--- config.mk ---
export PLATFORM = sky130hd
export DESIGN_NAME = ppg_timer
export DESIGN_NICKNAME = d
export VERILOG_FILES = /design/src/rtl/ppg_pkg.sv /design/src/rtl/ppg_prescaler.sv /design/src/rtl/ppg_counter.sv /design/src/rtl/ppg_out_ff.sv /design/src/rtl/ppg_timer.sv
export SDC_FILE = /design/constraint.sdc
export NUM_CORES = 1
export LEC_CHECK = 0
export ABC_CLOCK_PERIOD_IN_PS = 3100
export BUFFER_PORTS_ARGS = -buffer_cell sky130_fd_sc_hd__buf_2
export CAP_MARGIN = 20
export CORE_UTILIZATION = 29
export DETAILED_ROUTE_END_ITERATION = 10
export PLACE_DENSITY = 0.62
export SLEW_MARGIN = 5
export SYNTH_ARGS = -nofsm -noshare
export SYNTH_HDL_FRONTEND = slang
export SYNTH_SLANG_ARGS = --single-unit
--- constraint.sdc ---
create_clock -name clk_i -period 3.1 [get_ports clk_i]
set_input_delay 0.31 -clock clk_i [delete_from_list [all_inputs] [get_ports clk_i]]
set_output_delay 0.31 -clock clk_i [all_outputs]
set_load 0.02 [all_outputs]
--- src/rtl/ppg_pkg.sv ---
package ppg_pkg;
  typedef enum logic [1:0] {
    LVL_KEEP = 2'b00,
    LVL_LOW  = 2'b01,
    LVL_HIGH = 2'b10,
    LVL_BAD  = 2'b11
  } lvl_cmd_e;

  typedef enum logic [1:0] {
    SEL_D1   = 2'b00,
    SEL_D4   = 2'b01,
    SEL_D16  = 2'b10,
    SEL_D256 = 2'b11
  } clk_sel_e;
endpackage

--- src/rtl/ppg_prescaler.sv ---
module ppg_prescaler
  import ppg_pkg::*;
#(
  parameter int SH1 = 2,
  parameter int SH2 = 4,
  parameter int SH3 = 8
) (
  input  logic       clk_i,
  input  logic       rst_ni,
  input  logic       run_i,
  input  logic [1:0] sel_i,
  output logic       tick_o
);
  localparam int PSC_W = SH3;
  localparam logic [PSC_W-1:0] M1 = PSC_W'((1 << SH1) - 1);
  localparam logic [PSC_W-1:0] M2 = PSC_W'((1 << SH2) - 1);
  localparam logic [PSC_W-1:0] M3 = PSC_W'((1 << SH3) - 1);

  logic [PSC_W-1:0] psc_q, mask;

  always_comb begin
    unique case (clk_sel_e'(sel_i))
      SEL_D1:   mask = '0;
      SEL_D4:   mask = M1;
      SEL_D16:  mask = M2;
      default:  mask = M3;
    endcase
  end

  assign tick_o = run_i && ((psc_q & mask) == mask);

  always_ff @(posedge clk_i or negedge rst_ni) begin
    if (!rst_ni)     psc_q <= '0;
    else if (!run_i) psc_q <= '0;
    else             psc_q <= psc_q + 1'b1;
  end

  p_stop_psc_r1: assert property (@(posedge clk_i) disable iff (!rst_ni)
    !run_i |=> psc_q == '0);
  p_div1_every_r2: assert property (@(posedge clk_i) disable iff (!rst_ni)
    (run_i && sel_i == 2'b00 && $past(run_i)) |-> tick_o);
endmodule

--- src/rtl/ppg_counter.sv ---
module ppg_counter #(
  parameter int CNT_W = 16
) (
  input  logic             clk_i,
  input  logic             rst_ni,
  input  logic             run_i,
  input  logic             tick_i,
  input  logic [CNT_W-1:0] period_i,
  input  logic             ovf_clr_i,
  output logic [CNT_W-1:0] cnt_o,
  output logic             at_period_o,
  output logic             ovf_o
);
  logic [CNT_W-1:0] cnt_q;
  logic             ovf_q, wrap;

  assign at_period_o = (cnt_q == period_i);
  assign wrap        = tick_i && (&cnt_q);

  always_ff @(posedge clk_i or negedge rst_ni) begin
    if (!rst_ni)       cnt_q <= '0;
    else if (!run_i)   cnt_q <= '0;
    else if (tick_i)   cnt_q <= at_period_o ? '0 : cnt_q + 1'b1;
  end

  // set wins over clear
  always_ff @(posedge clk_i or negedge rst_ni) begin
    if (!rst_ni)        ovf_q <= 1'b0;
    else if (wrap)      ovf_q <= 1'b1;
    else if (ovf_clr_i) ovf_q <= 1'b0;
  end

  assign cnt_o = cnt_q;
  assign ovf_o = ovf_q;

  p_stop_zero_r1: assert property (@(posedge clk_i) disable iff (!rst_ni)
    !run_i |=> cnt_o == '0);
  p_clear_r3: assert property (@(posedge clk_i) disable iff (!rst_ni)
    (run_i && tick_i && cnt_o == period_i) |=> cnt_o == '0);
  p_step_r3: assert property (@(posedge clk_i) disable iff (!rst_ni)
    (run_i && tick_i && cnt_o != period_i) |=> cnt_o == $past(cnt_o) + 1'b1);
  p_hold_r3: assert property (@(posedge clk_i) disable iff (!rst_ni)
    (run_i && !tick_i) |=> $stable(cnt_o));
  p_ovf_set_r9: assert property (@(posedge clk_i) disable iff (!rst_ni)
    (tick_i && cnt_o == {CNT_W{1'b1}}) |=> ovf_o);
  p_ovf_keep_r9: assert property (@(posedge clk_i) disable iff (!rst_ni)
    (ovf_o && !ovf_clr_i) |=> ovf_o);
  p_no_overflow_r11: assert property (@(posedge clk_i) disable iff (!rst_ni)
    (!ovf_o && !(tick_i && cnt_o == {CNT_W{1'b1}})) |=> !ovf_o);
endmodule

--- src/rtl/ppg_out_ff.sv ---
module ppg_out_ff
  import ppg_pkg::*;
#(
  parameter int CNT_W = 16
) (
  input  logic             clk_i,
  input  logic             rst_ni,
  input  logic             tick_i,
  input  logic [CNT_W-1:0] cnt_i,
  input  logic [CNT_W-1:0] duty_i,
  input  logic             at_period_i,
  input  logic             inv_period_i,
  input  logic             inv_duty_i,
  input  logic             lvl_wr_i,
  input  logic [1:0]       lvl_cmd_i,
  input  logic             out_en_i,
  output logic             ff_o,
  output logic             pulse_o
);
  logic ff_q, at_duty, hit_p, hit_d, flip;

  assign at_duty = (cnt_i == duty_i);
  assign hit_p   = inv_period_i && at_period_i;
  assign hit_d   = inv_duty_i && at_duty;
  assign flip    = tick_i && (hit_p ^ hit_d);

  always_ff @(posedge clk_i or negedge rst_ni) begin
    if (!rst_ni)                                    ff_q <= 1'b0;
    else if (lvl_wr_i && lvl_cmd_e'(lvl_cmd_i) == LVL_LOW)  ff_q <= 1'b0;
    else if (lvl_wr_i && lvl_cmd_e'(lvl_cmd_i) == LVL_HIGH) ff_q <= 1'b1;
    else if (flip)                                  ff_q <= ~ff_q;
  end

  assign ff_o    = ff_q;
  assign pulse_o = out_en_i & ff_q;

  p_load_low_r6: assert property (@(posedge clk_i) disable iff (!rst_ni)
    (lvl_wr_i && lvl_cmd_i == 2'b01) |=> !ff_o);
  p_load_high_r6: assert property (@(posedge clk_i) disable iff (!rst_ni)
    (lvl_wr_i && lvl_cmd_i == 2'b10) |=> ff_o);
  p_load_ignore_r6: assert property (@(posedge clk_i) disable iff (!rst_ni)
    (lvl_wr_i && lvl_cmd_i[1] == lvl_cmd_i[0] && !tick_i) |=> $stable(ff_o));
  p_inv_period_r4: assert property (@(posedge clk_i) disable iff (!rst_ni)
    (tick_i && inv_period_i && at_period_i && !(inv_duty_i && cnt_i == duty_i) && !lvl_wr_i)
    |=> ff_o != $past(ff_o));
  p_inv_duty_r5: assert property (@(posedge clk_i) disable iff (!rst_ni)
    (tick_i && inv_duty_i && cnt_i == duty_i && !(inv_period_i && at_period_i) && !lvl_wr_i)
    |=> ff_o != $past(ff_o));
  p_quiet_r4: assert property (@(posedge clk_i) disable iff (!rst_ni)
    (!tick_i && !lvl_wr_i) |=> $stable(ff_o));
endmodule

--- src/rtl/ppg_timer.sv ---
module ppg_timer
  import ppg_pkg::*;
#(
  parameter int CNT_W = 16,
  parameter int SH1   = 2,
  parameter int SH2   = 4,
  parameter int SH3   = 8
) (
  input  logic             clk_i,
  input  logic             rst_ni,
  input  logic             run_i,
  input  logic [1:0]       clk_sel_i,
  input  logic [CNT_W-1:0] period_i,
  input  logic [CNT_W-1:0] duty_i,
  input  logic             inv_period_i,
  input  logic             inv_duty_i,
  input  logic             lvl_wr_i,
  input  logic [1:0]       lvl_cmd_i,
  input  logic             out_en_i,
  input  logic             oneshot_trig_i,
  input  logic             ovf_clr_i,
  output logic [CNT_W-1:0] cnt_o,
  output logic             pulse_o,
  output logic             ovf_o
);
  logic             cnt_tick, at_period, lvl_ff;
  logic [CNT_W-1:0] cnt;

  ppg_prescaler #(.SH1(SH1), .SH2(SH2), .SH3(SH3)) u_psc (
    .clk_i  (clk_i),
    .rst_ni (rst_ni),
    .run_i  (run_i),
    .sel_i  (clk_sel_i),
    .tick_o (cnt_tick)
  );

  ppg_counter #(.CNT_W(CNT_W)) u_cnt (
    .clk_i       (clk_i),
    .rst_ni      (rst_ni),
    .run_i       (run_i),
    .tick_i      (cnt_tick),
    .period_i    (period_i),
    .ovf_clr_i   (ovf_clr_i),
    .cnt_o       (cnt),
    .at_period_o (at_period),
    .ovf_o       (ovf_o)
  );

  ppg_out_ff #(.CNT_W(CNT_W)) u_out (
    .clk_i        (clk_i),
    .rst_ni       (rst_ni),
    .tick_i       (cnt_tick),
    .cnt_i        (cnt),
    .duty_i       (duty_i),
    .at_period_i  (at_period),
    .inv_period_i (inv_period_i),
    .inv_duty_i   (inv_duty_i),
    .lvl_wr_i     (lvl_wr_i),
    .lvl_cmd_i    (lvl_cmd_i),
    .out_en_i     (out_en_i),
    .ff_o         (lvl_ff),
    .pulse_o      (pulse_o)
  );

  assign cnt_o = cnt;

  // trigger is not routed anywhere in this mode
  p_oneshot_inert_r10: assert property (@(posedge clk_i) disable iff (!rst_ni)
    (oneshot_trig_i && !cnt_tick && !lvl_wr_i) |=> ($stable(lvl_ff) && (!run_i || $stable(cnt_o))));
endmodule

# After elaboration in Yosys (flattened, before gate mapping)
# Cells that the tools add are included.
dict set report op_classes {
  n_addsub 2
  n_eq_ne 8
  muxes 10
  bitwise_logic 4
  n_reduce_logical 11
}
# cell count
set ops {}
lappend ops {{$mux W16} 3}
lappend ops {{$eq A16 B16 Y1} 2}
lappend ops {{$pmux W8 S3} 1}
lappend ops {{$add A16 B1 Y16 const B} 1}
lappend ops {{$reduce_and A16 Y1} 1}
lappend ops {{$add A8 B1 Y8 const B} 1}
lappend ops {{$and A8 B8 Y8} 1}
lappend ops {{$eq A8 B8 Y1} 1}
lappend ops {{$mux W8} 1}
lappend ops {{$logic_and A1 B1 Y1} 7}
lappend ops {{$mux W1} 5}
lappend ops {{$eq A2 B1 Y1 const B} 2}
lappend ops {{$eq A2 B2 Y1 const B} 2}
lappend ops {{$reduce_bool A3 Y1} 1}
lappend ops {{$logic_not A2 Y1} 1}
lappend ops {{$ne A2 B1 Y1 const B} 1}
lappend ops {{$reduce_bool A2 Y1} 1}
lappend ops {{$and A1 B1 Y1} 1}
lappend ops {{$not A1 Y1} 1}
lappend ops {{$xor A1 B1 Y1} 1}
dict set report word_totals {
  ff_bits 26
  in_bits 45
  word_cells 39
  out_inout_bits 18
}

# Depth between registers and ports, before layout
# Gate-level depths: netlist of the first run.
dict set report depth {
  word_depth 9
  depth_mapped 9
  depth_no_buf 8
}

# Cells and area by module
# A second synthesis of the first run with hierarchy kept.
dict set report hier_totals {
  cells_unflattened 203
  area_unflattened_um2 1845.5
}
# mod area_each_um2 instances seq_area_each_um2 cells_each
set by_module_without_submodules {}
lappend by_module_without_submodules {ppg_counter 1169.9 1 425.4 131}
lappend by_module_without_submodules {ppg_prescaler 392.9 1 200.2 37}
lappend by_module_without_submodules {ppg_out_ff 282.8 1 25.0 35}

# Least setup slack after synthesis of the first run
# No wires, ideal clock.
dict set report synth_path {
  path_type {flip-flop to flip-flop}
  from {register u_cnt.cnt_q[8] (netlist: u_cnt.cnt_o[8])}
  to {register u_out.ff_q (netlist: u_out.ff_o)}
  path_slack_ns 0.942
  setup_ns 0.129
  path_buffers 1
  t_arrival_ns 2.029
  t_required_ns 2.971
  period_less_slack_ns 2.158
  stages_incl_launch_ff 9
  cell_sequence {dfrtp_1 -> clkbuf_1 -> xnor2_1 -> nand4_1 -> nor4_4 -> o211ai_2 -> and4b_1 -> nor4_1 -> nand2_1}
}
dict set report synth_via {
  elab_chain_cells 5
  word_cells_on_any_way 7
  cone_classes {eq/ne (2); bitwise (1); reduce/logical (4)}
}
# element line
set synth_rtl {}
lappend synth_rtl {{start: declaration} ppg_counter.sv:14} ;# logic [CNT_W-1:0] cnt_q;
lappend synth_rtl {{start signal: assignment} ppg_counter.sv:23} ;# else if (tick_i) cnt_q <= at_period_o ? '0 : cnt_q + 1'b1;
lappend synth_rtl {{$eq A16 B16 Y1, on equally long branches} {ppg_counter.sv:17, ppg_out_ff.sv:22}}
lappend synth_rtl {{$logic_and A1 B1 Y1, on equally long branches} {ppg_out_ff.sv:23, ppg_out_ff.sv:24}}
lappend synth_rtl {{$xor A1 B1 Y1 (*)} ppg_out_ff.sv:25} ;# assign flip = tick_i && (hit_p ^ hit_d);
lappend synth_rtl {{$logic_and A1 B1 Y1 (*)} ppg_out_ff.sv:25}
lappend synth_rtl {{$reduce_bool A3 Y1 (no line) (*)} --}
lappend synth_rtl {{end signal: assignment} ppg_out_ff.sv:31} ;# else if (flip) ff_q <= ~ff_q;
lappend synth_rtl {{end: declaration} ppg_out_ff.sv:20} ;# logic ff_q, at_duty, hit_p, hit_d, flip;
# Mark *: on every way between the ends. The rest lies on a longest branch, timed or not.
# A chain may end at the register's enable or synchronous reset.

# Worst setup path in the final report of the first run
dict set report layout_path {
  from {register u_cnt.cnt_q[3] (netlist: u_cnt.cnt_o[3])}
  to {register u_out.ff_q (netlist: u_out.ff_o)}
}
# Same word-level chain as after synthesis.

==> impl_metrics.csv, run 1 <==
group,metric,value,unit
run_status,status,"completed",
floorplan,die_area,6730,µm²
routing,wl_per_cell,13.7,µm
sta,fin_tns_setup,0,ps
routing,via_count,1734,
routing,antenna_left,0,
worst_setup_path,crit_required,3330,ps
worst_setup_path,r2r_start,"u_cnt.cnt_o[3]",
cts,clk_pin_slew,100,ps
floorplan,dieWidth,82.0,µm
worst_setup_path,worstSetupStartpoint,"u_cnt.cnt_o[3]",
logic_synthesis,syn_inst,217,
power_and_ir_drop,p_switching,0.000173,W
logic_synthesis,avgSynthCellArea,8.56,µm²
logic_synthesis,yosys-top-cells-count,"26 x dfrtp_1, 20 x o21ai_0, 18 x xnor2_1, 18 x xor2_1",
logic_synthesis,seq_area_frac_synth,35.0,%
worst_setup_path,endpoint_kind,"flip-flop",
sta,rsz0062_at_grt,"false",
logic_synthesis,yosysTopAreaCell,"dfrtp_1",
worst_setup_path,ff2ff_setup_slack,740,ps
logic_synthesis,ys_warn_count,0,
worst_setup_path,endpoint,"u_out.ff_o",
logic_synthesis,yosysMostFrequentCell,"dfrtp_1",
routing,top_layer,"met4",
cts,cts-root-buf,"clkbuf_8",
cts,htree_levels,1,
logic_synthesis,synth_flop_cell,"dfrtp_1",
logic_synthesis,synth_edf_count,0,
place,placed_area,2210,µm²
sta,finalCritPeriodShare,76.2,%
worst_setup_path,critPathLaunchType,"flip-flop",
sta,drv_slew,0,
worst_setup_path,cp_slowest_stage_delay,560,ps
power_and_ir_drop,irDropWorstVdd,286,µV
routing,wl,4760,µm
power_and_ir_drop,p_int,0.000565,W
logic_synthesis,synth_cell_type_count,36,
sta,fin_crit,2360,ps
global_routing,grt_use_total,14.9,%
sta,fin_skew,11.1,ps
floorplan,coreArea,6060,µm²
power_and_ir_drop,swShare,23.5,%
floorplan,io_pins,63,
logic_synthesis,syn_nets,264,
worst_setup_path,critPathBufInv,0,
final_layout,register_area,651,µm²
routing,dr.first_iter.drc_count,105,
worst_setup_path,crit_path_cell_trace,"xnor2_2 > nand4_1 > nor4_4 > o211ai_2 > a2111oi_0 > nor4_1 > nand2_1",
routing,via_per_inst,4.98,
power_and_ir_drop,pwr-share-seq,47.7,%
worst_setup_path,path_max_fanout,9,
final_layout,n_fill_cell,623,
job,maxCapViolations,0,
min_path,hold_path_class,"input pin to async pin",
cts,cts_tree,"built",
final_layout,area_delta_synth_final,23.1,%
global_routing,grt_max_degree,27,
logic_synthesis,syn-cell-area,1860,µm²
global_routing,grt_pass1_wl,7690,µm
worst_setup_path,reg2reg_depth,7,
logic_synthesis,synth.area.top_cells,"dfrtp_1 35%, xnor2_1 8.5%, xor2_1 8.5%, and2_1 5.4%, o21ai_0 5.4%",
final_layout,multi_input_comb_area,1110,µm²
worst_setup_path,cp_slowest_cell,"dfrtp_1",
cts,cts_resized,0,
worst_setup_path,path_depth,7,
floorplan,initial_core_util,30.6,%
worst_setup_path,rr_endpoint,"u_out.ff_o",
cts,cts_hold_buffers,0,
worst_setup_path,arrival,2590,ps
sta,setup_viol,0,
final_layout,drive_above_1_share,26.0,%
logic_synthesis,async_flop_share,100,%
cts,post_cts_buffers,0,
global_routing,grt_pass1_vias,1671,
worst_setup_path,crit_type,"flip-flop to flip-flop",
logic_synthesis,ys_seq_elements,26,
power_and_ir_drop,power_density,323,nW/µm²
cts,cts_max_path_buffers,2,
final_layout,final_nets,321,
power_and_ir_drop,combPwrFrac,13.7,%
cts,clkLatencyLatePin,280,ps
logic_synthesis,synth_top_area_share,35.0,%
global_routing,grt-ovfl-total,0,
final_layout,num_antenna_cells,0,
place,port_buffers,61,
cts,cts_buffers,3,
routing,met3WireLength,334,µm
sta,finalHoldViolCount,0,
sta,timing.fmax,0.423,GHz
routing,drt-met1-wl,2230,µm
cts,clkSinkCount,26,
place,gp_congestion,0.746,
place,hpwl,3540,µm
sta,worst_pin_slew,1030,ps
floorplan,die_y,82.0,µm
global_routing,antenna_found_initial,0,
sta,timing.slew.headroom,31.2,%
routing,route.met2.wl,2190,µm
final_layout,finalInstanceArea,2290,µm²
routing,drt_pre_antenna_iters,4,
final_layout,final_core_util,37.7,%
power_and_ir_drop,cellLeakagePower,1.06,nW
power_and_ir_drop,clkPwrFrac,38.6,%
worst_setup_path,cp_top_family,"simple AND/OR/NAND/NOR gates",
routing,drc,0,
floorplan,row_count,28,
-- power by group through the flow --
stage / clock [W] / sequential [W] / combinational [W]
global placement: 0 / 0.000358 / 0.000100
detailed placement: 0 / 0.000359 / 0.000102
finish: 0.000285 / 0.000352 / 0.000101
floorplan: 0 / 0.000359 / 0.0000485
CTS: 0.000298 / 0.000352 / 0.000103
global route: 0.000311 / 0.000353 / 0.000114
-- layer usage --
metal  vias to the layer above  track usage (%)
li1                        873                -
met1                       791             18.8
met2                        67             25.5
met3                         3             3.78
met4                         0             3.33
met5                         -                0
-- cell usage in the layout, fill, tap and decap left out, drive strengths merged, types with 3 or more instances in the layout --
master,netlist,final
and2,16,16
buf,5,64
o31ai,4,4
xnor2,19,19
nor3,3,3
nor2b,3,3
nor2,16,16
xor2,18,18
a21oi,6,6
a31oi,5,5
inv,8,8
nand3,7,7
clkbuf,7,3
o21ai,20,20
nand2,14,14
dfrtp,26,26
and3,7,7
nor4,7,7
nand4,9,9
-- per-stage QoR --
| step | setup slack, ps | instances | hold slack (ps) | total power, W |
|---|---|---|---|---|
| final | 736 | 348 | 29.5 | 0.000738 |
| after global routing | 451 | 348 | 65.8 | 0.000777 |
| after CTS | 709 | 348 | 42.8 | 0.000753 |
| after detailed placement | 725 | 344 | 356 | 0.000461 |
| after global placement | 742 | 344 | 357 | 0.000459 |
| after floorplan | 942 | 217 | 14.4 | 0.000407 |
-- worst min path at each step --
| stage | start | to | slack, ps |
|---|---|---|---|
| detailed placement | rst_ni | u_psc.psc_q[7] | 360 |
| CTS | rst_ni | u_psc.psc_q[4] | 40 |
| finish | rst_ni | u_psc.psc_q[4] | 30 |
| global route | rst_ni | u_psc.psc_q[4] | 70 |
| floorplan | rst_ni | u_cnt.cnt_o[0] | 10 |
| global placement | rst_ni | u_psc.psc_q[7] | 360 |
-- registers in the layout (all words and copies together), names as in the netlist --
| signal | cells |
|---|---|
| u_cnt.cnt_o | 16 |
| u_cnt.ovf_o | 1 |
| u_out.ff_o | 1 |
| u_psc.psc_q | 8 |
-- cell type report --
class | count | area share (%)
timing repair buffer | 64 | 14.3
sequential | 26 | 28.5
clock buffer | 3 | 1.81
tap | 75 | 4.11
multi-input combinational | 171 | 48.7
inverter | 8 | 1.31
clock inverter | 1 | 1.31
-- cell families (layout without fill, tap and decap cells) --
family | Yosys count | in the layout | synth area share [%]
flops | 26 | 26 | 35.0
buf+inv | 20 | 76 | 5.05
simple gates | 87 | 87 | 25.8
xor+xnor | 37 | 37 | 17.9
compound gates | 45 | 45 | 14.9
fa+ha+maj | 2 | 2 | 1.35
-- worst reg2reg max path, delay by kind of cell (launching register included) --
family,cells,cell delay [ps]
XOR/XNOR,1,150
flip-flops,1,560
AO/OA/AOI/OAI,2,680
AND/OR/NAND/NOR,4,920
Note: power is estimated with default switching activity, not from simulation.
==> inputs of run 2 (changes only) <==
Settings changed: ABC_AREA set to 1, ABC_CLOCK_PERIOD_IN_PS 3100 to 2400, PLACE_DENSITY 0.62 to 0.61.
Clock period 3.1 ns to 2.4 ns, I/O delays scaled along.
==> run 2 against run 1 <==
Cell count increased by 42%. Combinational power is 54% higher. Largest power group unchanged. Flip-flop and latch count did not move. Clock skew grew 0.86 ps. Highest routed layer unchanged. Cell area increased by 11%. Hold slack better by 110 ps. Wire length is 6.5% higher. Clock-buffer cell count increased by 1. Clock power increased by 2%. Worst setup slack lost 180 ps.
==> impl_metrics.csv, run 2 <==
group,metric,value,unit
routing,dr.first_iter.drc_count,77,
logic_synthesis,syn_nets,383,
power_and_ir_drop,cellLeakagePower,1.42,nW
routing,drc,0,
sta,setup_viol,0,
final_layout,finalInstanceArea,2530,µm²
cts,cts_tree,"built",
global_routing,grt_busiest_layer,"met2",
worst_setup_path,reg2reg_depth,10,
cts,cts_resized,0,
place,gp_congestion,0.780,
place,placed_area,2460,µm²
cts,cts-root-buf,"clkbuf_8",
logic_synthesis,synth_top_area_share,31.7,%
global_routing,grt_max_degree,27,
final_layout,final_nets,447,
cts,clkSinkCount,26,
final_layout,area_delta_synth_final,23.1,%
logic_synthesis,avgSynthCellArea,6.11,µm²
sta,finalCritPeriodShare,76.9,%
floorplan,io_pins,63,
logic_synthesis,async_flop_share,100,%
place,port_buffers,61,
final_layout,final_common_cell,"nand2_1",
worst_setup_path,endpoint_kind,"flip-flop",
global_routing,grt_use_total,14.7,%
sta,finalHoldViolCount,0,
worst_setup_path,path_max_fanout,8,
global_routing,grt_pass1_wl,8850,µm
worst_setup_path,crit_required,2550,ps
logic_synthesis,ys_seq_elements,26,
routing,wl,5070,µm
worst_setup_path,critPathLaunchType,"flip-flop",
worst_setup_path,arrival,2000,ps
global_routing,antenna_found_initial,0,
logic_synthesis,synth.area.top_cells,"dfrtp_1 32%, nand2_1 24%, inv_1 11%, nor2_1 5.9%, xor2_1 4.3%",
place,post-place-ws,539,ps
floorplan,die_y,86.1,µm
logic_synthesis,seq_area_frac_synth,31.7,%
floorplan,initial_core_util,30.0,%
job,maxCapViolations,0,
routing,antenna_left,0,
sta,fin_ws,554,ps
routing,via_count,2151,
cts,clk_pin_slew,100,ps
logic_synthesis,synth_edf_count,0,
logic_synthesis,yosysMostFrequentCell,"nand2_1",
min_path,min_path_cells,2,
place,hpwl,4040,µm
logic_synthesis,syn_inst,336,
sta,worst_pin_slew,600,ps
logic_synthesis,yosysTopAreaCell,"dfrtp_1",
cts,htree_levels,1,
global_routing,met2_usage,25.3,%
floorplan,coreArea,6830,µm²
sta,timing.fmax,0.542,GHz
cts,post_cts_buffers,0,
logic_synthesis,ys_warn_count,0,
power_and_ir_drop,irDropWorstVdd,265,µV
sta,rsz0062_at_grt,"false",
sta,drv_slew,0,
min_path,hold_path_class,"input pin to flip-flop",
final_layout,drive_above_1_share,20.3,%
sta,fin_crit,1850,ps
logic_synthesis,synth_cell_type_count,28,
global_routing,grt-ovfl-total,0,
final_layout,fin_cells,495,
place,dp.cells,490,
cts,cts_buffers,3,
sta,timing.slew.headroom,60.0,%
run_status,status,"completed",
routing,wl_per_cell,10.2,µm
sta,fin_tns_setup,0,ps
power_and_ir_drop,power_density,359,nW/µm²
global_routing,grt_pass1_vias,2048,
global_routing,use_met1,18.5,%
cts,cts_max_path_buffers,2,
final_layout,layout_common_cells,"130 x nand2_1, 62 x inv_1, 61 x buf_2",
worst_setup_path,crit_type,"flip-flop to flip-flop",
logic_synthesis,yosys-top-cells-count,"130 x nand2_1, 62 x inv_1, 32 x nor2_1",
logic_synthesis,synth_flop_cell,"dfrtp_1",
final_layout,num_antenna_cells,0,
cts,cts_hold_buffers,1,
floorplan,dieWidth,86.1,µm
cts,clkLatencyLatePin,280,ps
global_routing,grtUsageMet3,3.56,%
routing,drt_pre_antenna_iters,4,
routing,via_per_inst,4.35,
final_layout,n_fill_cell,792,
floorplan,die_area,7420,µm²
floorplan,row_count,30,
logic_synthesis,syn-cell-area,2050,µm²
sta,fin_skew,11.9,ps
final_layout,largest_reg_flops,16,
## run 2: changes by cell type after synthesis, moves of 11 or more
cell / previous run / this run
nor2_1: 16 / 32
inv_1: 8 / 62
nand2_1: 14 / 130
o21ai_0: 20 / 9
and2_1: 16 / 0
xnor2_1: 18 / 1
## run 2: stage by stage
stage               hold WS [ps]  total power [W]  utilization [%]
global placement             288         0.000620             36.0
detailed placement           294         0.000625             36.0
finish                       136         0.000906             37.0
floorplan                  -55.6         0.000552                -
CTS                          132         0.000922             37.0
global route                 168         0.000967             37.0
## run 2: final timing paths
kind | start | end | slack, ps
worst max-delay path | u_cnt.cnt_o[0] | u_cnt.cnt_o[12] | 550
worst min-delay path | ovf_clr_i | u_cnt.ovf_o | 140
worst max register to register | u_cnt.cnt_o[0] | u_cnt.cnt_o[12] | 550
worst min register to register | u_psc.psc_q[2] | u_psc.psc_q[2] | 490
max in group asynchronous | rst_ni | u_cnt.cnt_o[4] | 1510
min in group asynchronous | rst_ni | u_psc.psc_q[7] | 490
## run 2: critical path, stage by stage, from the launching register on
cell      delay (ps)
dfrtp_1          480
ha_1             250
nand3_2          100
nor2_1           110
nand2_1           90
nor2_2           110
nand2_2          100
nor3_4           230
nand3_1          100
nand3b_1          90
o21ai_0           70
## run 2: metal layers
metal | vias up | share of wire [%]
li1 | 1150 | -
met1 | 940 | 48
met2 | 55 | 44
met3 | 6 | 6.5
met4 | 0 | 1.0
met5 | - | 0
## run 2: cell type report
type / instances / area, µm² / area share [%]
clock buffers: 4 / 55.1 / 2.18
inverters: 63 / 236 / 9.36
repair buffers: 62 / 315 / 12.5
flip-flops and latches: 26 / 651 / 25.8
well taps: 96 / 120 / 4.75
multi-input cells: 244 / 1150 / 45.5
## run 2: where the power goes
| part | switching, W | internal, W |
|---|---|---|
| sequential | 0.0000102 | 0.000448 |
| clock | 0.000144 | 0.000147 |
| combinational | 0.0000912 | 0.0000652 |
## run 2: cell families after synthesis
family	Yosys count	share of synthesized area, %
AND/OR/NAND/NOR	201	41.8
adder cells (fa/ha/maj)	2	1.22
flip-flops	26	31.7
buffers and inverters	66	12.3
AO/OA/AOI/OAI	30	8.29
XOR/XNOR	11	4.70
